[src/rtl/tmr_pkg.sv]
// Shared constants for the prescaled interval timer.
// Assumes word registers on a byte address whose bits [3:2] pick the register.
package tmr_pkg;
    localparam int CTL_PWR  = 0;
    localparam int CTL_RUN  = 1;
    localparam int CTL_AUTO = 2;
    localparam int CTL_FLAG = 3;

    typedef enum logic [1:0] {
        SEL_CTRL   = 2'd0,
        SEL_PERIOD = 2'd1,
        SEL_SCALE  = 2'd2,
        SEL_COUNT  = 2'd3
    } reg_sel_e;
endpackage

[src/rtl/tmr_prescaler.sv]
// Clock divider for the timer: raises tick_o once every scale_i+1 clocks while
// active_i is high. It holds its counter at zero while inactive, so a restart
// always waits the full interval. A scale value lowered below the running
// count ticks at once.
module tmr_prescaler #(
    parameter int W = 32
) (
    input  logic         clk,
    input  logic         rst_n,
    input  logic         active_i,
    input  logic [W-1:0] scale_i,
    output logic         tick_o
);
    localparam logic [W-1:0] ONE = {{(W-1){1'b0}}, 1'b1};

    logic [W-1:0] div_q;

    // Tick when the divider has reached the programmed terminal value.
    assign tick_o = active_i && (div_q >= scale_i);

    // Advance the divider, wrap on tick, and clear it while counting is off.
    always_ff @(posedge clk) begin
        if (!rst_n || !active_i || tick_o) begin
            div_q <= '0;
        end else begin
            div_q <= div_q + ONE;
        end
    end

    // an idle cycle leaves the divider at zero.
    p_idle_clears_r5: assert property (@(posedge clk) disable iff (!rst_n)
        !active_i |=> (div_q == '0));
endmodule

[src/rtl/tmr_downcount.sv]
// Live count register of the timer. It steps down on each prescaler tick. On
// a tick that starts from 1 or 0 it reports an expiry and either reloads the
// period or parks at zero. A bus load takes priority over the tick. Ticks are
// assumed to come only while the timer is active.
module tmr_downcount #(
    parameter int W = 32
) (
    input  logic         clk,
    input  logic         rst_n,
    input  logic         tick_i,
    input  logic         load_i,
    input  logic [W-1:0] load_val_i,
    input  logic [W-1:0] period_i,
    input  logic         autold_i,
    output logic [W-1:0] count_o,
    output logic         expire_o
);
    localparam logic [W-1:0] ONE = {{(W-1){1'b0}}, 1'b1};

    logic [W-1:0] count_q;

    // Expiry: a tick that would bring the count to zero (or finds it there).
    assign expire_o = tick_i && !load_i && (count_q <= ONE);
    assign count_o  = count_q;

    // Load, reload, park or decrement the live count.
    always_ff @(posedge clk) begin
        if (!rst_n) begin
            count_q <= '0;
        end else if (load_i) begin
            count_q <= load_val_i;
        end else if (expire_o) begin
            count_q <= autold_i ? period_i : '0;
        end else if (tick_i) begin
            count_q <= count_q - ONE;
        end
    end

    // no tick and no load means the count holds.
    p_hold_when_idle_r3: assert property (@(posedge clk) disable iff (!rst_n)
        (!tick_i && !load_i) |=> $stable(count_q));

    // an ordinary tick takes exactly one off the count.
    p_step_by_one_r4: assert property (@(posedge clk) disable iff (!rst_n)
        (tick_i && !load_i && (count_q > ONE)) |=> (count_q == $past(count_q) - ONE));

    // with auto-reload, expiry copies the period.
    p_reload_period_r7: assert property (@(posedge clk) disable iff (!rst_n)
        (expire_o && autold_i) |=> (count_q == $past(period_i)));

    // without auto-reload, expiry parks the count at zero.
    p_park_zero_r8: assert property (@(posedge clk) disable iff (!rst_n)
        (expire_o && !autold_i) |=> (count_q == '0));
endmodule

[src/rtl/tmr_control.sv]
// Control word of the timer: power, run and auto-reload bits plus the sticky
// expiry flag. A bus write sets the three mode bits and clears the flag where
// bit 3 of the written data is one. An expiry sets the flag, and without
// auto-reload it also drops the run bit. A bus write to run beats that drop
// in the same cycle. An expiry beats a flag clear in the same cycle.
module tmr_control (
    input  logic       clk,
    input  logic       rst_n,
    input  logic       wr_i,
    input  logic [3:0] wdata_i,
    input  logic       expire_i,
    output logic       pwr_o,
    output logic       run_o,
    output logic       autold_o,
    output logic       flag_o
);
    import tmr_pkg::*;

    logic pwr_q, run_q, auto_q, flag_q;

    // Mode bits: written by the bus; run self-clears on a one-shot expiry.
    always_ff @(posedge clk) begin
        if (!rst_n) begin
            pwr_q  <= 1'b0;
            run_q  <= 1'b0;
            auto_q <= 1'b0;
        end else if (wr_i) begin
            pwr_q  <= wdata_i[CTL_PWR];
            run_q  <= wdata_i[CTL_RUN];
            auto_q <= wdata_i[CTL_AUTO];
        end else if (expire_i && !auto_q) begin
            run_q  <= 1'b0;
        end
    end

    // Sticky flag: set on expiry, cleared by writing one to its bit.
    always_ff @(posedge clk) begin
        if (!rst_n) begin
            flag_q <= 1'b0;
        end else if (expire_i) begin
            flag_q <= 1'b1;
        end else if (wr_i && wdata_i[CTL_FLAG]) begin
            flag_q <= 1'b0;
        end
    end

    assign pwr_o    = pwr_q;
    assign run_o    = run_q;
    assign autold_o = auto_q;
    assign flag_o   = flag_q;

    // every expiry leaves the flag set.
    p_flag_on_expiry_r6: assert property (@(posedge clk) disable iff (!rst_n)
        expire_i |=> flag_q);

    // the flag survives unless a one is written to it.
    p_flag_sticky_r9: assert property (@(posedge clk) disable iff (!rst_n)
        (flag_q && !(wr_i && wdata_i[CTL_FLAG])) |=> flag_q);

    // a one-shot expiry with no control write stops the run bit.
    p_oneshot_stops_r8: assert property (@(posedge clk) disable iff (!rst_n)
        (expire_i && !auto_q && !wr_i) |=> !run_q);
endmodule

[src/rtl/prescaled_interval_timer.sv]
// Top of the interval timer. It decodes the single-cycle register bus and
// holds the period and prescale registers. It wires the prescaler, count and
// control pieces together and returns read data combinationally. It assumes
// that one access is presented per cycle with bus_sel high.
module prescaled_interval_timer #(
    parameter int DATA_W = 32
) (
    input  logic              clk,
    input  logic              rst_n,
    input  logic              bus_sel,
    input  logic              bus_wr,
    input  logic [3:0]        bus_addr,
    input  logic [DATA_W-1:0] bus_wdata,
    output logic [DATA_W-1:0] bus_rdata,
    output logic              irq
);
    import tmr_pkg::*;

    localparam int CTL_BITS = 4;

    reg_sel_e          sel;
    logic              hit, wr_ctrl, wr_period, wr_scale, wr_count;
    logic [DATA_W-1:0] period_q, scale_q, count_w;
    logic              pwr, run, autold, flag, active, tick, expire;

    // Decode: aligned accesses only; bits [3:2] pick the register.
    assign sel       = reg_sel_e'(bus_addr[3:2]);
    assign hit       = bus_sel && (bus_addr[1:0] == 2'b00);
    assign wr_ctrl   = hit && bus_wr && (sel == SEL_CTRL);
    assign wr_period = hit && bus_wr && (sel == SEL_PERIOD);
    assign wr_scale  = hit && bus_wr && (sel == SEL_SCALE);
    assign wr_count  = hit && bus_wr && (sel == SEL_COUNT);

    // Period and prescale registers: plain storage written by the bus.
    always_ff @(posedge clk) begin
        if (!rst_n) begin
            period_q <= '0;
            scale_q  <= '0;
        end else begin
            if (wr_period) period_q <= bus_wdata;
            if (wr_scale)  scale_q  <= bus_wdata;
        end
    end

    assign active = pwr && run;

    tmr_prescaler #(.W(DATA_W)) u_div (
        .clk      (clk),
        .rst_n    (rst_n),
        .active_i (active),
        .scale_i  (scale_q),
        .tick_o   (tick)
    );

    tmr_downcount #(.W(DATA_W)) u_cnt (
        .clk        (clk),
        .rst_n      (rst_n),
        .tick_i     (tick),
        .load_i     (wr_count),
        .load_val_i (bus_wdata),
        .period_i   (period_q),
        .autold_i   (autold),
        .count_o    (count_w),
        .expire_o   (expire)
    );

    tmr_control u_ctl (
        .clk      (clk),
        .rst_n    (rst_n),
        .wr_i     (wr_ctrl),
        .wdata_i  (bus_wdata[CTL_BITS-1:0]),
        .expire_i (expire),
        .pwr_o    (pwr),
        .run_o    (run),
        .autold_o (autold),
        .flag_o   (flag)
    );

    // Read mux: selected register, zero for misaligned addresses.
    always_comb begin
        bus_rdata = '0;
        if (bus_addr[1:0] == 2'b00) begin
            case (sel)
                SEL_CTRL:   bus_rdata = {{(DATA_W-CTL_BITS){1'b0}}, flag, autold, run, pwr};
                SEL_PERIOD: bus_rdata = period_q;
                SEL_SCALE:  bus_rdata = scale_q;
                SEL_COUNT:  bus_rdata = count_w;
                default:    bus_rdata = '0;
            endcase
        end
    end

    assign irq = flag;

    // a control write of zero leaves the timer unable to tick next cycle.
    p_zero_ctrl_stops_r10: assert property (@(posedge clk) disable iff (!rst_n)
        (wr_ctrl && (bus_wdata[1:0] == 2'b00)) |=> !tick);
endmodule

[config.mk]
export PLATFORM = sky130hd
export DESIGN_NAME = prescaled_interval_timer
export DESIGN_NICKNAME = d
export VERILOG_FILES = /design/src/rtl/tmr_pkg.sv /design/src/rtl/tmr_prescaler.sv /design/src/rtl/tmr_downcount.sv /design/src/rtl/tmr_control.sv /design/src/rtl/prescaled_interval_timer.sv
export SDC_FILE = /design/constraint.sdc
export NUM_CORES = 1
export LEC_CHECK = 0
export ABC_AREA = 1
export CELL_PAD_IN_SITES_DETAIL_PLACEMENT = 0
export CELL_PAD_IN_SITES_GLOBAL_PLACEMENT = 1
export CORE_UTILIZATION = 47
export CTS_BUF_LIST = sky130_fd_sc_hd__clkbuf_4 sky130_fd_sc_hd__clkbuf_8
export DETAILED_ROUTE_END_ITERATION = 6
export DONT_BUFFER_PORTS = 1
export GPL_TIMING_DRIVEN = 0
export PLACE_DENSITY = 0.86
export SLEW_MARGIN = 15
export SYNTH_ARGS = -nofsm -noshare
export SYNTH_HDL_FRONTEND = slang
export SYNTH_SLANG_ARGS = --single-unit
export TNS_END_PERCENT = 20
[constraint.sdc]
create_clock -name clk -period 2.4 [get_ports clk]
set_input_delay 0.24 -clock clk [delete_from_list [all_inputs] [get_ports clk]]
set_output_delay 0.24 -clock clk [all_outputs]
set_load 0.05 [all_outputs]
==> results of run 1 <==
==> worst max path at each step <==
| stage | depth (start not counted) | to | slack (ns) | start |
|---|---|---|---|---|
| finish | 2 | bus_rdata[3] | 0.13 | u_ctl.flag_o$_SDFFE_PN0P_ |
| global route | 16 | u_div.div_q[2]$_SDFF_PP0_ | 0.002 | scale_q[7]$_SDFFE_PN0P_ |
| CTS | 16 | u_div.div_q[24]$_SDFF_PP0_ | 0.02 | scale_q[7]$_SDFFE_PN0P_ |
| detailed placement | 16 | u_div.div_q[16]$_SDFF_PP0_ | -0.06 | scale_q[7]$_SDFFE_PN0P_ |
| global placement | 5 | bus_rdata[0] | -0.22 | bus_addr[3] |
| floorplan | 5 | bus_rdata[0] | 0.1 | bus_addr[3] |
==> per-layer routing <==
| metal | global-route usage, % | vias up | wire (um) |
|---|---|---|---|
| li1 | - | 4542 | - |
| met1 | 42.87 | 4118 | 13010 |
| met2 | 51.83 | 363 | 13810 |
| met3 | 4.971 | 69 | 1961 |
| met4 | 14.43 | 0 | 1025 |
| met5 | 0 | - | 0 |
==> what timing repair did <==
item                                    in CTS  in global routing
setup buffers                                0                  0
endpoints found under the setup margin      13                 65
gates resized for setup                      3                 16
hold buffers                                32                  0
endpoints found under the hold margin       64                  0
gates cloned                                 0                  0
==> power by group through the flow <==
stage | clock (W) | combinational, W | sequential [W]
3_3_place_gp | 0 | 0.000614 | 0.00227
2_1_floorplan | 0 | 0.000444 | 0.00227
6_report | 0.00187 | 0.000703 | 0.00222
4_1_cts | 0.00188 | 0.000682 | 0.00222
3_5_place_dp | 0 | 0.000619 | 0.00227
5_1_grt | 0.00198 | 0.000758 | 0.00222
==> registers in the layout, indices dropped and copies added (netlist names) <==
| register | cells |
|---|---|
| u_div.div_q | 32 |
| u_ctl.run_o | 1 |
| scale_q | 32 |
| u_cnt.count_o | 32 |
| u_ctl.autold_o | 1 |
| u_ctl.pwr_o | 1 |
| period_q | 32 |
| u_ctl.flag_o | 1 |
==> metrics by stage <==
stage	util (%)	total power, W	hold WS, ns	std cells	setup slack [ns]
after floorplan	-	0.002711	0.4041	1357	0.09952
after global placement	49.74	0.002884	0.4082	1586	-0.2175
after detailed placement	49.77	0.002889	0.4161	1586	-0.06068
after CTS	53.76	0.004786	0.0009809	1647	0.02413
after global routing	53.94	0.004955	0.01042	1647	0.002340
final	53.94	0.004792	0.01713	1647	0.1317
==> placed cells by master, fill, tap and decap left out, types with 10 or more instances in the layout <==
cell / instances
sky130_fd_sc_hd__nand2_1: 290
sky130_fd_sc_hd__inv_1: 207
sky130_fd_sc_hd__nor2_1: 135
sky130_fd_sc_hd__dfxtp_1: 131
sky130_fd_sc_hd__nand3_1: 102
sky130_fd_sc_hd__o21ai_0: 97
sky130_fd_sc_hd__a21oi_1: 90
sky130_fd_sc_hd__nand4_1: 58
sky130_fd_sc_hd__clkbuf_1: 35
sky130_fd_sc_hd__ha_1: 34
sky130_fd_sc_hd__dlygate4sd3_1: 32
sky130_fd_sc_hd__clkbuf_8: 24
sky130_fd_sc_hd__nor2_2: 16
sky130_fd_sc_hd__o221ai_1: 16
sky130_fd_sc_hd__nor3_1: 15
sky130_fd_sc_hd__o22ai_1: 13
sky130_fd_sc_hd__xor2_1: 13
sky130_fd_sc_hd__buf_2: 11
sky130_fd_sc_hd__nor2_4: 10
==> synth_stat cells, drive strengths merged (8+ instances only) <==
cell type  instances
a21oi             92
buf               24
clkbuf            38
dfxtp            132
ha                35
inv              214
nand2            300
nand3            107
nand4             59
nor2             163
nor3              19
o21ai            105
o221ai            16
o22ai             13
xnor2              8
xor2              13
==> layout make-up <==
cell class | instances | area (um^2) | area share (%)
plain buffers | 62 | 285.3 | 2.934
clock buffers | 26 | 345.3 | 3.552
clock inverters | 3 | 42.54 | 0.4375
inverters | 214 | 803.3 | 8.261
multi-input cells | 949 | 4996 | 51.38
flip-flops and latches | 132 | 2644 | 27.19
well taps | 229 | 286.5 | 2.947
repair buffers | 32 | 320.3 | 3.294
==> kinds of logic after synthesis <==
group	count (synthesis)	synth area share, %
buf+inv	276	12.47
fa+ha+maj	35	5.046
simple gates	656	34.83
xor+xnor	21	2.119
flops	132	30.45
compound gates	237	15.08
==> worst reg2reg max path, cell delays in order (launching register included) <==
cell and delay (ns):
sky130_fd_sc_hd__dfxtp_1 0.33, sky130_fd_sc_hd__inv_1 0.16, sky130_fd_sc_hd__ha_2 0.30, sky130_fd_sc_hd__nand3_2 0.21
sky130_fd_sc_hd__nand2_2 0.24, sky130_fd_sc_hd__nand2_4 0.16, sky130_fd_sc_hd__inv_2 0.20, sky130_fd_sc_hd__o21ai_0 0.17
sky130_fd_sc_hd__o21ai_1 0.14, sky130_fd_sc_hd__nor2_1 0.06, sky130_fd_sc_hd__nor2_1 0.10, sky130_fd_sc_hd__nor2_1 0.04
==> metrics.txt, run 1 <==
# TYPE chip_impl_metric gauge
chip_impl_metric{name="die_x",unit="um"} 137.9
chip_impl_metric{name="clk_latency",unit="ns"} 0.45
chip_impl_metric{name="routed_wirelength",unit="um"} 29810
chip_impl_metric{name="clock_power_share",unit="%"} 39.0
chip_impl_metric{name="placement.cell_area",unit="um^2"} 8971
chip_impl_info{name="worstHoldStart",value="bus_wdata[13]"} 1
chip_impl_metric{name="grt-ovfl-total",unit=""} 0
chip_impl_metric{name="p_sw_share",unit="%"} 28.17
chip_impl_metric{name="cts-htree-levels",unit=""} 4
chip_impl_metric{name="grtUsageTotal",unit="%"} 32.38
chip_impl_info{name="worst_hold_path_type",value="input pin to register"} 1
chip_impl_metric{name="fmax",unit="GHz"} 0.4409
chip_impl_metric{name="design.core.area",unit="um^2"} 18020
chip_impl_metric{name="grt_pass1_vias",unit=""} 8321
chip_impl_metric{name="r2r.worst_path.cells",unit=""} 11
chip_impl_metric{name="dr_total_vias",unit=""} 9092
chip_impl_metric{name="clock-sinks",unit=""} 132
chip_impl_metric{name="combinationalPowerShare",unit="%"} 14.7
chip_impl_metric{name="floorplan.initialDensity",unit="%"} 48.15
chip_impl_info{name="postSynth.topFlopCell",value="sky130_fd_sc_hd__dfxtp_1"} 1
chip_impl_metric{name="area_growth",unit="%"} 12.04
chip_impl_metric{name="seq_area_frac_synth",unit="%"} 30.45
chip_impl_info{name="r2r-end",value="u_cnt.count_o[22]$_SDFFE_PN0P_"} 1
chip_impl_info{name="criticalPathCategory",value="register to primary output"} 1
chip_impl_metric{name="timing_worst_slew_pin_value",unit="ns"} 0.9045
chip_impl_info{name="worst_setup_path_end_kind",value="primary output"} 1
chip_impl_metric{name="int_power",unit="W"} 0.003442
chip_impl_metric{name="layout.cell_area.non_filler",unit="um^2"} 9723
chip_impl_metric{name="synthesized_area_per_cell",unit="um^2"} 6.395
chip_impl_metric{name="design.final.nets",unit=""} 1483
chip_impl_metric{name="detailedPlacementHpwl",unit="um"} 23540
chip_impl_metric{name="pwr_density_cell",unit="nW/um^2"} 492.9
chip_impl_metric{name="fillCellCount",unit=""} 1881
chip_impl_metric{name="power_frac_seq",unit="%"} 46.3
chip_impl_metric{name="post_route_cells_drive_above_1_share",unit="%"} 8.039
chip_impl_metric{name="timing.max_cap.violations",unit=""} 0
chip_impl_metric{name="finalSetupTns",unit="ns"} 0
chip_impl_metric{name="floorplan.die.height",unit="um"} 137.9
chip_impl_metric{name="peakVddDrop",unit="mV"} 0.3822
chip_impl_metric{name="antennaDiodeCount",unit=""} 0
chip_impl_metric{name="grt_start_max_net_pins",unit=""} 17
chip_impl_metric{name="worst_clock_skew",unit="ns"} 0.01299
chip_impl_metric{name="synth_nets",unit=""} 1432
chip_impl_metric{name="max-slew-margin-rel",unit="%"} 39.48
chip_impl_info{name="tritoncts_clock_tree",value="built"} 1
chip_impl_metric{name="synth_cell_type_count",unit=""} 41
chip_impl_info{name="cts_root_buffer",value="sky130_fd_sc_hd__clkbuf_8"} 1
chip_impl_metric{name="async_flop_share",unit="%"} 0
chip_impl_info{name="hold_end",value="scale_q[13]$_SDFFE_PN0P_"} 1
chip_impl_metric{name="yosys_register_bits",unit=""} 132
chip_impl_metric{name="dr.pass1.iters",unit=""} 5
chip_impl_metric{name="route.detailed.drc",unit=""} 0
chip_impl_metric{name="synth_edf_count",unit=""} 0
chip_impl_info{name="worst_r2r_startpoint",value="u_cnt.count_o[1]$_SDFFE_PN0P_"} 1
chip_impl_metric{name="total_switching_power",unit="W"} 0.001350
chip_impl_info{name="rsz0062_at_grt",value="no"} 1
chip_impl_metric{name="power_leakage",unit="nW"} 4.397
chip_impl_info{name="cp-start-kind",value="register"} 1
chip_impl_metric{name="r2r_setup_slack",unit="ns"} 0.16
chip_impl_metric{name="floorplan.rows",unit=""} 49
chip_impl_info{name="netlist.top_cell.by_area",value="sky130_fd_sc_hd__dfxtp_1"} 1
chip_impl_metric{name="fp.dieArea",unit="um^2"} 19010
chip_impl_metric{name="antenna_violating_nets_left",unit=""} 0
chip_impl_metric{name="cp.buffers_inverters",unit=""} 0
chip_impl_metric{name="first_pass_grt_wire_length",unit="um"} 45660
chip_impl_info{name="path_delay_family",value="simple AND/OR/NAND/NOR gates"} 1
chip_impl_metric{name="detailedRoute.firstIterationViolations",unit=""} 865
chip_impl_metric{name="period_share",unit="%"} 94.51
chip_impl_metric{name="io_pins",unit=""} 73
chip_impl_metric{name="routedWlPerCell",unit="um"} 18.10
chip_impl_metric{name="worstPathArrival",unit="ns"} 2.03
chip_impl_info{name="run_status",value="finished, final reports clean"} 1
chip_impl_info{name="slowest_stage_cell_on_the_critical_path",value="sky130_fd_sc_hd__nor2_1"} 1
chip_impl_metric{name="crit_required",unit="ns"} 2.16
chip_impl_metric{name="drv_slew",unit=""} 0
chip_impl_metric{name="setup_viol_count_final",unit=""} 0
chip_impl_metric{name="synthCells",unit=""} 1357
chip_impl_metric{name="max_stage_delay",unit="ns"} 0.72
chip_impl_metric{name="critical_path.max_fanout",unit=""} 3
chip_impl_metric{name="timing_hold_violations_final",unit=""} 0
chip_impl_metric{name="synth_warnings",unit=""} 0
chip_impl_metric{name="layout_min_cycle_time",unit="ns"} 2.268
chip_impl_metric{name="ctsLongestPathBuffers",unit=""} 2
chip_impl_metric{name="holdPathStages",unit=""} 2
chip_impl_metric{name="mappedNetlistArea",unit="um^2"} 8678
chip_impl_metric{name="port-buffer-count",unit=""} 0
chip_impl_metric{name="via_density_per_instance",unit=""} 5.520
chip_impl_info{name="timing.critical_path.cells",value="a221oi_1 > nor2_1"} 1
chip_impl_metric{name="numCtsBuffers",unit=""} 17
chip_impl_metric{name="antenna_violations_before_repair",unit=""} 0
chip_impl_metric{name="yosysTopAreaCellShare",unit="%"} 30.45
chip_impl_metric{name="gp_congestion",unit=""} 0.9563
chip_impl_info{name="synth_top_cells_by_area",value="sky130_fd_sc_hd__dfxtp_1 30%, sky130_fd_sc_hd__nand2_1 13%, sky130_fd_sc_hd__inv_1 9.0%"} 1
chip_impl_metric{name="clk_transition_reported_paths",unit="ns"} 0.07
Note: power is estimated with default switching activity, not from simulation.
==> inputs of run 2 (changes only) <==
--- a/config.mk
+++ b/config.mk
@@ -6,8 +6,9 @@
 export NUM_CORES = 1
 export LEC_CHECK = 0
 export ABC_AREA = 1
-export CELL_PAD_IN_SITES_DETAIL_PLACEMENT = 0
+export CELL_PAD_IN_SITES_DETAIL_PLACEMENT = 1
 export CELL_PAD_IN_SITES_GLOBAL_PLACEMENT = 1
+export CORE_ASPECT_RATIO = 1.25
 export CORE_UTILIZATION = 47
 export CTS_BUF_LIST = sky130_fd_sc_hd__clkbuf_4 sky130_fd_sc_hd__clkbuf_8
 export DETAILED_ROUTE_END_ITERATION = 6
==> run 2 against run 1 <==
Against the previous run:
- final area is 0.45% higher
- clock power increased by 8%
- total power up 3.7%
- sequential cell count unchanged
- sequential share of layout area fell by 0.13 points
- cell count about the same
- sequential power is essentially flat
- critical path type unchanged
- largest power group unchanged
==> metrics.txt, run 2 (synthesized netlist as in run 1, its figures left out) <==
# TYPE chip_impl_metric gauge
chip_impl_metric{name="max-slew-margin-rel",unit="%"} 36.98
chip_impl_metric{name="timing.max_cap.violations",unit=""} 0
chip_impl_metric{name="grt_pass1_vias",unit=""} 10020
chip_impl_metric{name="design.final.nets",unit=""} 1483
chip_impl_info{name="worst_hold_path_type",value="input pin to register"} 1
chip_impl_metric{name="crit_required",unit="ns"} 2.16
chip_impl_metric{name="max_stage_delay",unit="ns"} 0.72
chip_impl_metric{name="peakVddDrop",unit="mV"} 0.3375
chip_impl_metric{name="ctsLongestPathBuffers",unit=""} 2
chip_impl_metric{name="clk_latency",unit="ns"} 0.47
chip_impl_metric{name="worstPathArrival",unit="ns"} 2.06
chip_impl_metric{name="floorplan.rows",unit=""} 55
chip_impl_metric{name="setup_viol_count_final",unit=""} 0
chip_impl_metric{name="design.core.area",unit="um^2"} 18100
chip_impl_metric{name="port-buffer-count",unit=""} 0
chip_impl_metric{name="via_density_per_instance",unit=""} 5.863
chip_impl_metric{name="clk_transition_reported_paths",unit="ns"} 0.07
chip_impl_metric{name="power_frac_seq",unit="%"} 44.7
chip_impl_metric{name="first_pass_grt_wire_length",unit="um"} 54160
chip_impl_metric{name="placement.cell_area",unit="um^2"} 8970
chip_impl_metric{name="cts-htree-levels",unit=""} 4
chip_impl_metric{name="total_switching_power",unit="W"} 0.001410
chip_impl_metric{name="floorplan.die.height",unit="um"} 153.9
chip_impl_metric{name="detailedRoute.firstIterationViolations",unit=""} 694
chip_impl_metric{name="area_growth",unit="%"} 12.54
chip_impl_info{name="criticalPathCategory",value="register to primary output"} 1
chip_impl_metric{name="combinationalPowerShare",unit="%"} 14.7
chip_impl_metric{name="layout.cell_area.non_filler",unit="um^2"} 9767
chip_impl_metric{name="routed_wirelength",unit="um"} 34620
chip_impl_metric{name="cp.buffers_inverters",unit=""} 0
chip_impl_info{name="cp-start-kind",value="register"} 1
chip_impl_metric{name="clock-sinks",unit=""} 132
chip_impl_metric{name="dr.pass1.iters",unit=""} 5
chip_impl_info{name="timing.critical_path.cells",value="a221oi_1 > nor2_1"} 1
chip_impl_metric{name="grtUsageTotal",unit="%"} 38.05
chip_impl_metric{name="gp_congestion",unit=""} 0.9188
chip_impl_metric{name="period_share",unit="%"} 96.04
chip_impl_metric{name="antenna_violating_nets_left",unit=""} 0
chip_impl_metric{name="fmax",unit="GHz"} 0.4338
chip_impl_info{name="mostFrequentLayoutCells",value="290 x sky130_fd_sc_hd__nand2_1, 207 x sky130_fd_sc_hd__inv_1, 135 x sky130_fd_sc_hd__nor2_1"} 1
chip_impl_metric{name="numPlacedInstances",unit=""} 1585
chip_impl_metric{name="numCtsBuffers",unit=""} 17
chip_impl_metric{name="floorplan.initialDensity",unit="%"} 47.95
chip_impl_info{name="slowest_stage_cell_on_the_critical_path",value="sky130_fd_sc_hd__nor2_1"} 1
chip_impl_metric{name="drv_slew",unit=""} 0
chip_impl_metric{name="antennaDiodeCount",unit=""} 0
chip_impl_metric{name="timing_worst_slew_pin_value",unit="ns"} 0.9418
chip_impl_metric{name="die_x",unit="um"} 123.5
chip_impl_metric{name="io_pins",unit=""} 73
chip_impl_metric{name="int_power",unit="W"} 0.003562
chip_impl_metric{name="timing_hold_violations_final",unit=""} 0
chip_impl_info{name="rsz0062_at_grt",value="no"} 1
chip_impl_metric{name="routedWlPerCell",unit="um"} 21.03
chip_impl_info{name="path_delay_family",value="simple AND/OR/NAND/NOR gates"} 1
chip_impl_metric{name="multi_input_comb_area",unit="um^2"} 5006
chip_impl_metric{name="p_sw_share",unit="%"} 28.36
chip_impl_metric{name="critical_path.max_fanout",unit=""} 3
chip_impl_info{name="cts_root_buffer",value="sky130_fd_sc_hd__clkbuf_8"} 1
chip_impl_metric{name="fillCellCount",unit=""} 2491
chip_impl_metric{name="pwr_density_cell",unit="nW/um^2"} 509.0
chip_impl_metric{name="clock_power_share",unit="%"} 40.7
chip_impl_info{name="layout.cells.most_common",value="sky130_fd_sc_hd__nand2_1"} 1
chip_impl_info{name="tritoncts_clock_tree",value="built"} 1
chip_impl_metric{name="power_leakage",unit="nW"} 4.431
chip_impl_metric{name="route.detailed.drc",unit=""} 0
chip_impl_metric{name="grt-ovfl-total",unit=""} 0
chip_impl_metric{name="fp.dieArea",unit="um^2"} 19020
chip_impl_metric{name="detailedPlacementHpwl",unit="um"} 26190
chip_impl_metric{name="layout.area.seq",unit="um^2"} 2643
chip_impl_info{name="run_status",value="finished, final reports clean"} 1
chip_impl_metric{name="post_route_cells_drive_above_1_share",unit="%"} 8.110
chip_impl_metric{name="finalNonFillerCells",unit=""} 1646
chip_impl_metric{name="antenna_violations_before_repair",unit=""} 0
chip_impl_metric{name="layout_min_cycle_time",unit="ns"} 2.305
chip_impl_metric{name="worst_clock_skew",unit="ns"} 0.01311
chip_impl_metric{name="grt_start_max_net_pins",unit=""} 17
chip_impl_info{name="worst_setup_path_end_kind",value="primary output"} 1
chip_impl_metric{name="dr_total_vias",unit=""} 9651
[run 2: changes by cell type in the layout (fill, tap and decap cells not counted), moves of 2 or more]
| cell | previous run | this run |
|---|---|---|
| sky130_fd_sc_hd__buf_6 | 3 | 5 |
| sky130_fd_sc_hd__clkbuf_8 | 24 | 20 |
| sky130_fd_sc_hd__bufinv_16 | 1 | 3 |
| sky130_fd_sc_hd__buf_4 | 4 | 6 |
| sky130_fd_sc_hd__nand2_4 | 3 | 5 |
| sky130_fd_sc_hd__clkbuf_4 | 2 | 5 |
| sky130_fd_sc_hd__nand2_2 | 7 | 5 |
| sky130_fd_sc_hd__buf_2 | 11 | 8 |
[run 2: timing repair]
action                                 in CTS  in global routing
buffers inserted                            1                  0
setup endpoints to repair                  35                 72
endpoints found under the hold margin      62                  0
pin swaps                                   1                  2
hold buffers                               31                  0
gates resized for setup                     8                 22
[run 2: path summary, 6_finish.rpt]
path                                                start                   endpoint  slack [ns]  depth (start not counted)
worst max-delay path            u_ctl.flag_o$_SDFFE_PN0P_               bus_rdata[3]         0.1                          2
worst min register to register  u_div.div_q[0]$_SDFF_PP0_  u_div.div_q[0]$_SDFF_PP0_        0.47                          1
worst max register to register   scale_q[14]$_SDFFE_PN0P_   u_ctl.run_o$_SDFFE_PN0P_        0.13                         11
worst min-delay path                        bus_wdata[25]  period_q[25]$_SDFFE_PN0P_       0.007                          2
[run 2: area by class of cell]
cell class / instances / share of cell area (%)
timing repair buffer: 32 / 3.254
sequential: 132 / 27.06
buffer: 62 / 3.113
tap: 228 / 2.921
clock inverter: 5 / 1.025
clock buffer: 24 / 3.126
inverter: 214 / 8.250
multi-input combinational: 949 / 51.26
[run 2: per-layer routing]
layer	track usage (%)	routed length, um	vias up
li1	-	-	4537
met1	44.06	13550	4605
met2	63.90	16920	375
met3	6.454	1990	134
met4	24.21	2161	0
met5	0	0	-
[run 2: power groups by stage]
stage / registers, W / logic (W) / clock network, W
4_1_cts: 0.00222 / 0.000700 / 0.00202
3_5_place_dp: 0.00227 / 0.000631 / 0
6_report: 0.00222 / 0.000729 / 0.00202
2_1_floorplan: 0.00227 / 0.000444 / 0
3_3_place_gp: 0.00227 / 0.000613 / 0
5_1_grt: 0.00222 / 0.000786 / 0.00208
[run 2: through the flow]
stage	hold WS (ns)	setup TNS, ns	total power (W)	worst slack, ns	utilization (%)
after CTS	0.0001654	0	0.004935	0.03396	53.67
after global placement	0.4103	-0.3189	0.002883	-0.2545	49.53
final	0.007352	0	0.004972	0.09500	53.96
after detailed placement	0.4222	-2.765	0.002902	-0.1938	49.56
after floorplan	0.4041	0	0.002711	0.09952	-
after global routing	0.02027	0	0.005093	0.004860	53.96
==> inputs of run 3 (changes only) <==
--- a/config.mk
+++ b/config.mk
@@ -5,16 +5,16 @@
 export SDC_FILE = /design/constraint.sdc
 export NUM_CORES = 1
 export LEC_CHECK = 0
-export ABC_AREA = 1
 export CELL_PAD_IN_SITES_DETAIL_PLACEMENT = 1
 export CELL_PAD_IN_SITES_GLOBAL_PLACEMENT = 1
 export CORE_ASPECT_RATIO = 1.25
-export CORE_UTILIZATION = 47
+export CORE_UTILIZATION = 50
 export CTS_BUF_LIST = sky130_fd_sc_hd__clkbuf_4 sky130_fd_sc_hd__clkbuf_8
 export DETAILED_ROUTE_END_ITERATION = 6
 export DONT_BUFFER_PORTS = 1
+export GPL_ROUTABILITY_DRIVEN = 0
 export GPL_TIMING_DRIVEN = 0
-export PLACE_DENSITY = 0.86
+export PLACE_DENSITY = 0.87
 export SLEW_MARGIN = 15
 export SYNTH_ARGS = -nofsm -noshare
 export SYNTH_HDL_FRONTEND = slang
==> constraint.sdc (replaced) <==
create_clock -name clk -period 2.75 [get_ports clk]
set_input_delay 0.275 -clock clk [delete_from_list [all_inputs] [get_ports clk]]
set_output_delay 0.275 -clock clk [all_outputs]
set_load 0.05 [all_outputs]
==> run 3 against run 2 <==
Against the previous run:
- the run now ends with negative hold slack, negative setup slack left
- core utilization increased by 6.8 points
- routed wire length decreased by 4.9%
- critical path depth increased by 7
- combinational power decreased by 7.8%
- final area decreased by 5.8%
==> metrics.txt, run 3 <==
# TYPE chip_impl_metric gauge
chip_impl_metric{name="floorplan.initialDensity",unit="%"} 51.55
chip_impl_metric{name="route.detailed.drc",unit=""} 0
chip_impl_metric{name="clk_latency",unit="ns"} 0.48
chip_impl_metric{name="met3WireLength",unit="um"} 2567
chip_impl_metric{name="yosysTopAreaCellShare",unit="%"} 33.86
chip_impl_info{name="failed_checks",value="negative hold slack, negative setup slack"} 1
chip_impl_metric{name="wl_met2",unit="um"} 15980
chip_impl_metric{name="crit_required",unit="ns"} 3.13
chip_impl_info{name="layout.cells.most_common",value="sky130_fd_sc_hd__nand2_1"} 1
chip_impl_metric{name="port-buffer-count",unit=""} 0
chip_impl_metric{name="timing.max_cap.violations",unit=""} 0
chip_impl_metric{name="pwr_density_cell",unit="nW/um^2"} 482.6
chip_impl_metric{name="design.core.area",unit="um^2"} 15140
chip_impl_metric{name="synth_edf_count",unit=""} 0
chip_impl_metric{name="yosys_register_bits",unit=""} 132
chip_impl_metric{name="timing_worst_slew_pin_value",unit="ns"} 1.089
chip_impl_metric{name="via_density_per_instance",unit=""} 6.573
chip_impl_info{name="cp-start-kind",value="register"} 1
chip_impl_metric{name="worstPathArrival",unit="ns"} 3.16
chip_impl_metric{name="dr_total_vias",unit=""} 8788
chip_impl_metric{name="antenna_violations_before_repair",unit=""} 1
chip_impl_metric{name="routed_wirelength",unit="um"} 32910
chip_impl_metric{name="seq_area_frac_synth",unit="%"} 33.86
chip_impl_metric{name="synth_warnings",unit=""} 0
chip_impl_metric{name="floorplan.die.height",unit="um"} 141.7
chip_impl_info{name="netlist.top_cell.by_area",value="sky130_fd_sc_hd__dfxtp_1"} 1
chip_impl_metric{name="period_share",unit="%"} 101.2
chip_impl_metric{name="layout.cell_area.non_filler",unit="um^2"} 9203
chip_impl_metric{name="setup_slack",unit="ns"} -0.03431
chip_impl_metric{name="post_route_cells_drive_above_1_share",unit="%"} 11.09
chip_impl_metric{name="total_routed_wire_length_on_the_met1_layer",unit="um"} 11890
chip_impl_metric{name="grt_pass1_vias",unit=""} 8959
chip_impl_metric{name="ctsLongestPathBuffers",unit=""} 2
chip_impl_info{name="synth_top_cells_by_count",value="214 x sky130_fd_sc_hd__nand2_1, 132 x sky130_fd_sc_hd__dfxtp_1, 111 x sky130_fd_sc_hd__nor2_1"} 1
chip_impl_info{name="mostFrequentLayoutCells",value="213 x sky130_fd_sc_hd__nand2_1, 128 x sky130_fd_sc_hd__dfxtp_1, 85 x sky130_fd_sc_hd__nor2_1"} 1
chip_impl_metric{name="peakVddDrop",unit="mV"} 0.3256
chip_impl_metric{name="dr.pass1.iters",unit=""} 6
chip_impl_info{name="run_status",value="complete, but fails checks"} 1
chip_impl_info{name="postSynth.topFlopCell",value="sky130_fd_sc_hd__dfxtp_1"} 1
chip_impl_metric{name="io_pins",unit=""} 73
chip_impl_metric{name="grt-ovfl-total",unit=""} 0
chip_impl_info{name="endpoint",value="u_cnt.count_o[17]$_SDFFE_PN0P_"} 1
chip_impl_metric{name="mappedNetlistArea",unit="um^2"} 7805
chip_impl_info{name="worst_r2r_startpoint",value="u_cnt.count_o[2]$_SDFFE_PN0P_"} 1
chip_impl_metric{name="floorplan.rows",unit=""} 50
chip_impl_metric{name="timing_hold_violations_final",unit=""} 2
chip_impl_metric{name="final_core_util",unit="%"} 60.79
chip_impl_metric{name="r2r_setup_slack",unit="ns"} -0.03
chip_impl_metric{name="numPlacedInstances",unit=""} 1262
chip_impl_metric{name="numCtsBuffers",unit=""} 17
chip_impl_metric{name="worst_clock_skew",unit="ns"} 0.009039
chip_impl_metric{name="grt_start_max_net_pins",unit=""} 17
chip_impl_metric{name="critical_path.max_fanout",unit=""} 8
chip_impl_metric{name="first_pass_grt_wire_length",unit="um"} 49850
chip_impl_info{name="routed.top_layer",value="met4"} 1
chip_impl_metric{name="detailedRoute.firstIterationViolations",unit=""} 903
chip_impl_info{name="timing.critical_path.from",value="u_cnt.count_o[2]$_SDFFE_PN0P_"} 1
chip_impl_info{name="worst_setup_path_end_kind",value="register"} 1
chip_impl_metric{name="drv_slew",unit=""} 0
chip_impl_metric{name="die_x",unit="um"} 113.8
chip_impl_info{name="synth_top_cells_by_area",value="sky130_fd_sc_hd__dfxtp_1 34%, sky130_fd_sc_hd__nand2_1 10%, sky130_fd_sc_hd__a21boi_0 6.3%"} 1
chip_impl_metric{name="clk_transition_reported_paths",unit="ns"} 0.08
chip_impl_info{name="tritoncts_clock_tree",value="built"} 1
chip_impl_metric{name="synth_nets",unit=""} 1129
chip_impl_metric{name="synthCells",unit=""} 1054
chip_impl_metric{name="r2r.worst_path.cells",unit=""} 9
chip_impl_metric{name="routedWlPerCell",unit="um"} 24.61
chip_impl_info{name="worst_hold_path_type",value="input pin to register"} 1
chip_impl_info{name="cts_root_buffer",value="sky130_fd_sc_hd__clkbuf_8"} 1
chip_impl_metric{name="max-slew-margin-rel",unit="%"} 27.40
chip_impl_metric{name="cts-htree-levels",unit=""} 4
chip_impl_metric{name="fp.dieArea",unit="um^2"} 16120
chip_impl_metric{name="synthesized_area_per_cell",unit="um^2"} 7.405
chip_impl_metric{name="placement.cell_area",unit="um^2"} 8065
chip_impl_metric{name="fmax",unit="GHz"} 0.3592
chip_impl_info{name="criticalPathCategory",value="register to register"} 1
chip_impl_metric{name="antenna_violating_nets_left",unit=""} 0
chip_impl_info{name="yosysMostFrequentCell",value="sky130_fd_sc_hd__nand2_1"} 1
chip_impl_metric{name="finalHoldWorstSlack",unit="ns"} -0.005864
chip_impl_info{name="rsz0062_at_grt",value="yes"} 1
chip_impl_info{name="r2r-end",value="u_cnt.count_o[17]$_SDFFE_PN0P_"} 1
chip_impl_metric{name="power_leakage",unit="nW"} 3.121
chip_impl_metric{name="design.final.nets",unit=""} 1189
chip_impl_metric{name="synth_cell_type_count",unit=""} 56
chip_impl_metric{name="area_growth",unit="%"} 17.91
chip_impl_metric{name="clock-sinks",unit=""} 132
chip_impl_metric{name="grtUsageTotal",unit="%"} 41.24
chip_impl_metric{name="layout_min_cycle_time",unit="ns"} 2.784
chip_impl_metric{name="setup_viol_count_final",unit=""} 12
chip_impl_metric{name="finalNonFillerCells",unit=""} 1337
chip_impl_metric{name="async_flop_share",unit="%"} 0
chip_impl_metric{name="detailedPlacementHpwl",unit="um"} 22210
-- run 3: area by class of cell --
cell class	count	area [um^2]
multi-input combinational	813	4992
clock inverter	9	126.4
antenna	2	5.005
clock buffer	23	297.8
sequential	132	2650
fill	1915	5937
timing repair buffer	41	400.4
tap	208	260.3
buffer	70	324.1
inverter	39	146.4
-- run 3: worst max-delay path, cell delays in order (launching register included) --
cell	delay [ns]
sky130_fd_sc_hd__dfxtp_1	0.40
sky130_fd_sc_hd__nor4_1	0.68
sky130_fd_sc_hd__nand3_1	0.39
sky130_fd_sc_hd__nor3_4	0.37
sky130_fd_sc_hd__buf_6	0.19
sky130_fd_sc_hd__buf_4	0.13
sky130_fd_sc_hd__a21oi_1	0.05
sky130_fd_sc_hd__a31oi_1	0.21
sky130_fd_sc_hd__a31oi_1	0.11
sky130_fd_sc_hd__o311a_1	0.15
-- run 3: worst min-delay path by stage --
stage	from	endpoint	depth (start not counted)
6_report	bus_wdata[15]	u_cnt.count_o[15]$_SDFFE_PN0P_	2
5_1_grt	bus_wdata[11]	u_cnt.count_o[11]$_SDFFE_PN0P_	1
4_1_cts	bus_wdata[15]	u_cnt.count_o[15]$_SDFFE_PN0P_	2
3_5_place_dp	bus_wdata[0]	u_cnt.count_o[0]$_SDFFE_PN0P_	2
3_3_place_gp	bus_wdata[5]	u_cnt.count_o[5]$_SDFFE_PN0P_	2
2_1_floorplan	bus_wdata[0]	u_cnt.count_o[0]$_SDFFE_PN0P_	2
-- run 3: per-stage QoR --
stage	setup TNS, ns	total power [W]	setup WS [ns]
finish	-0.1114	0.004441	-0.03431
CTS	-0.1268	0.004338	-0.04979
floorplan	0	0.002330	0.2204
detailed placement	-69.87	0.002493	-1.271
global route	-3.253	0.004536	-0.1261
global placement	-64.00	0.002483	-1.163
-- run 3: timing repair --
| action | 4_1_cts | 5_1_grt |
|---|---|---|
| endpoints found under the hold margin | 73 | 0 |
| pin swaps | 5 | 8 |
| buffers inserted | 3 | 6 |
| hold buffers | 32 | 0 |
| resized for setup | 53 | 48 |
| setup endpoints to repair | 89 | 84 |
-- run 3: cell families (layout without fill, tap and decap cells) --
group	after synthesis	count (layout)	share of synthesized area, %
AND/OR/NAND/NOR	450	450	25.41
AO/OA/AOI/OAI	280	280	23.53
flip-flops	132	132	33.86
buffers and inverters	109	182	5.370
XOR/XNOR	37	37	4.152
adder cells (fa/ha/maj)	35	35	5.611
multiplexers	11	11	2.068
other	0	2	0
-- run 3: report_power, final --
group | internal [W] | switching (W) | total (W)
registers | 0.00192 | 0.0000152 | 0.00194
clock network | 0.000994 | 0.000839 | 0.00183
logic | 0.000242 | 0.000430 | 0.000672
-- run 3: routing by layer --
layer / vias to the layer above / global-route usage [%]
met5: - / 0
met3: 193 / 9.398
met2: 492 / 68.87
met1: 4279 / 45.48
met4: 0 / 31.23
li1: 3824 / -
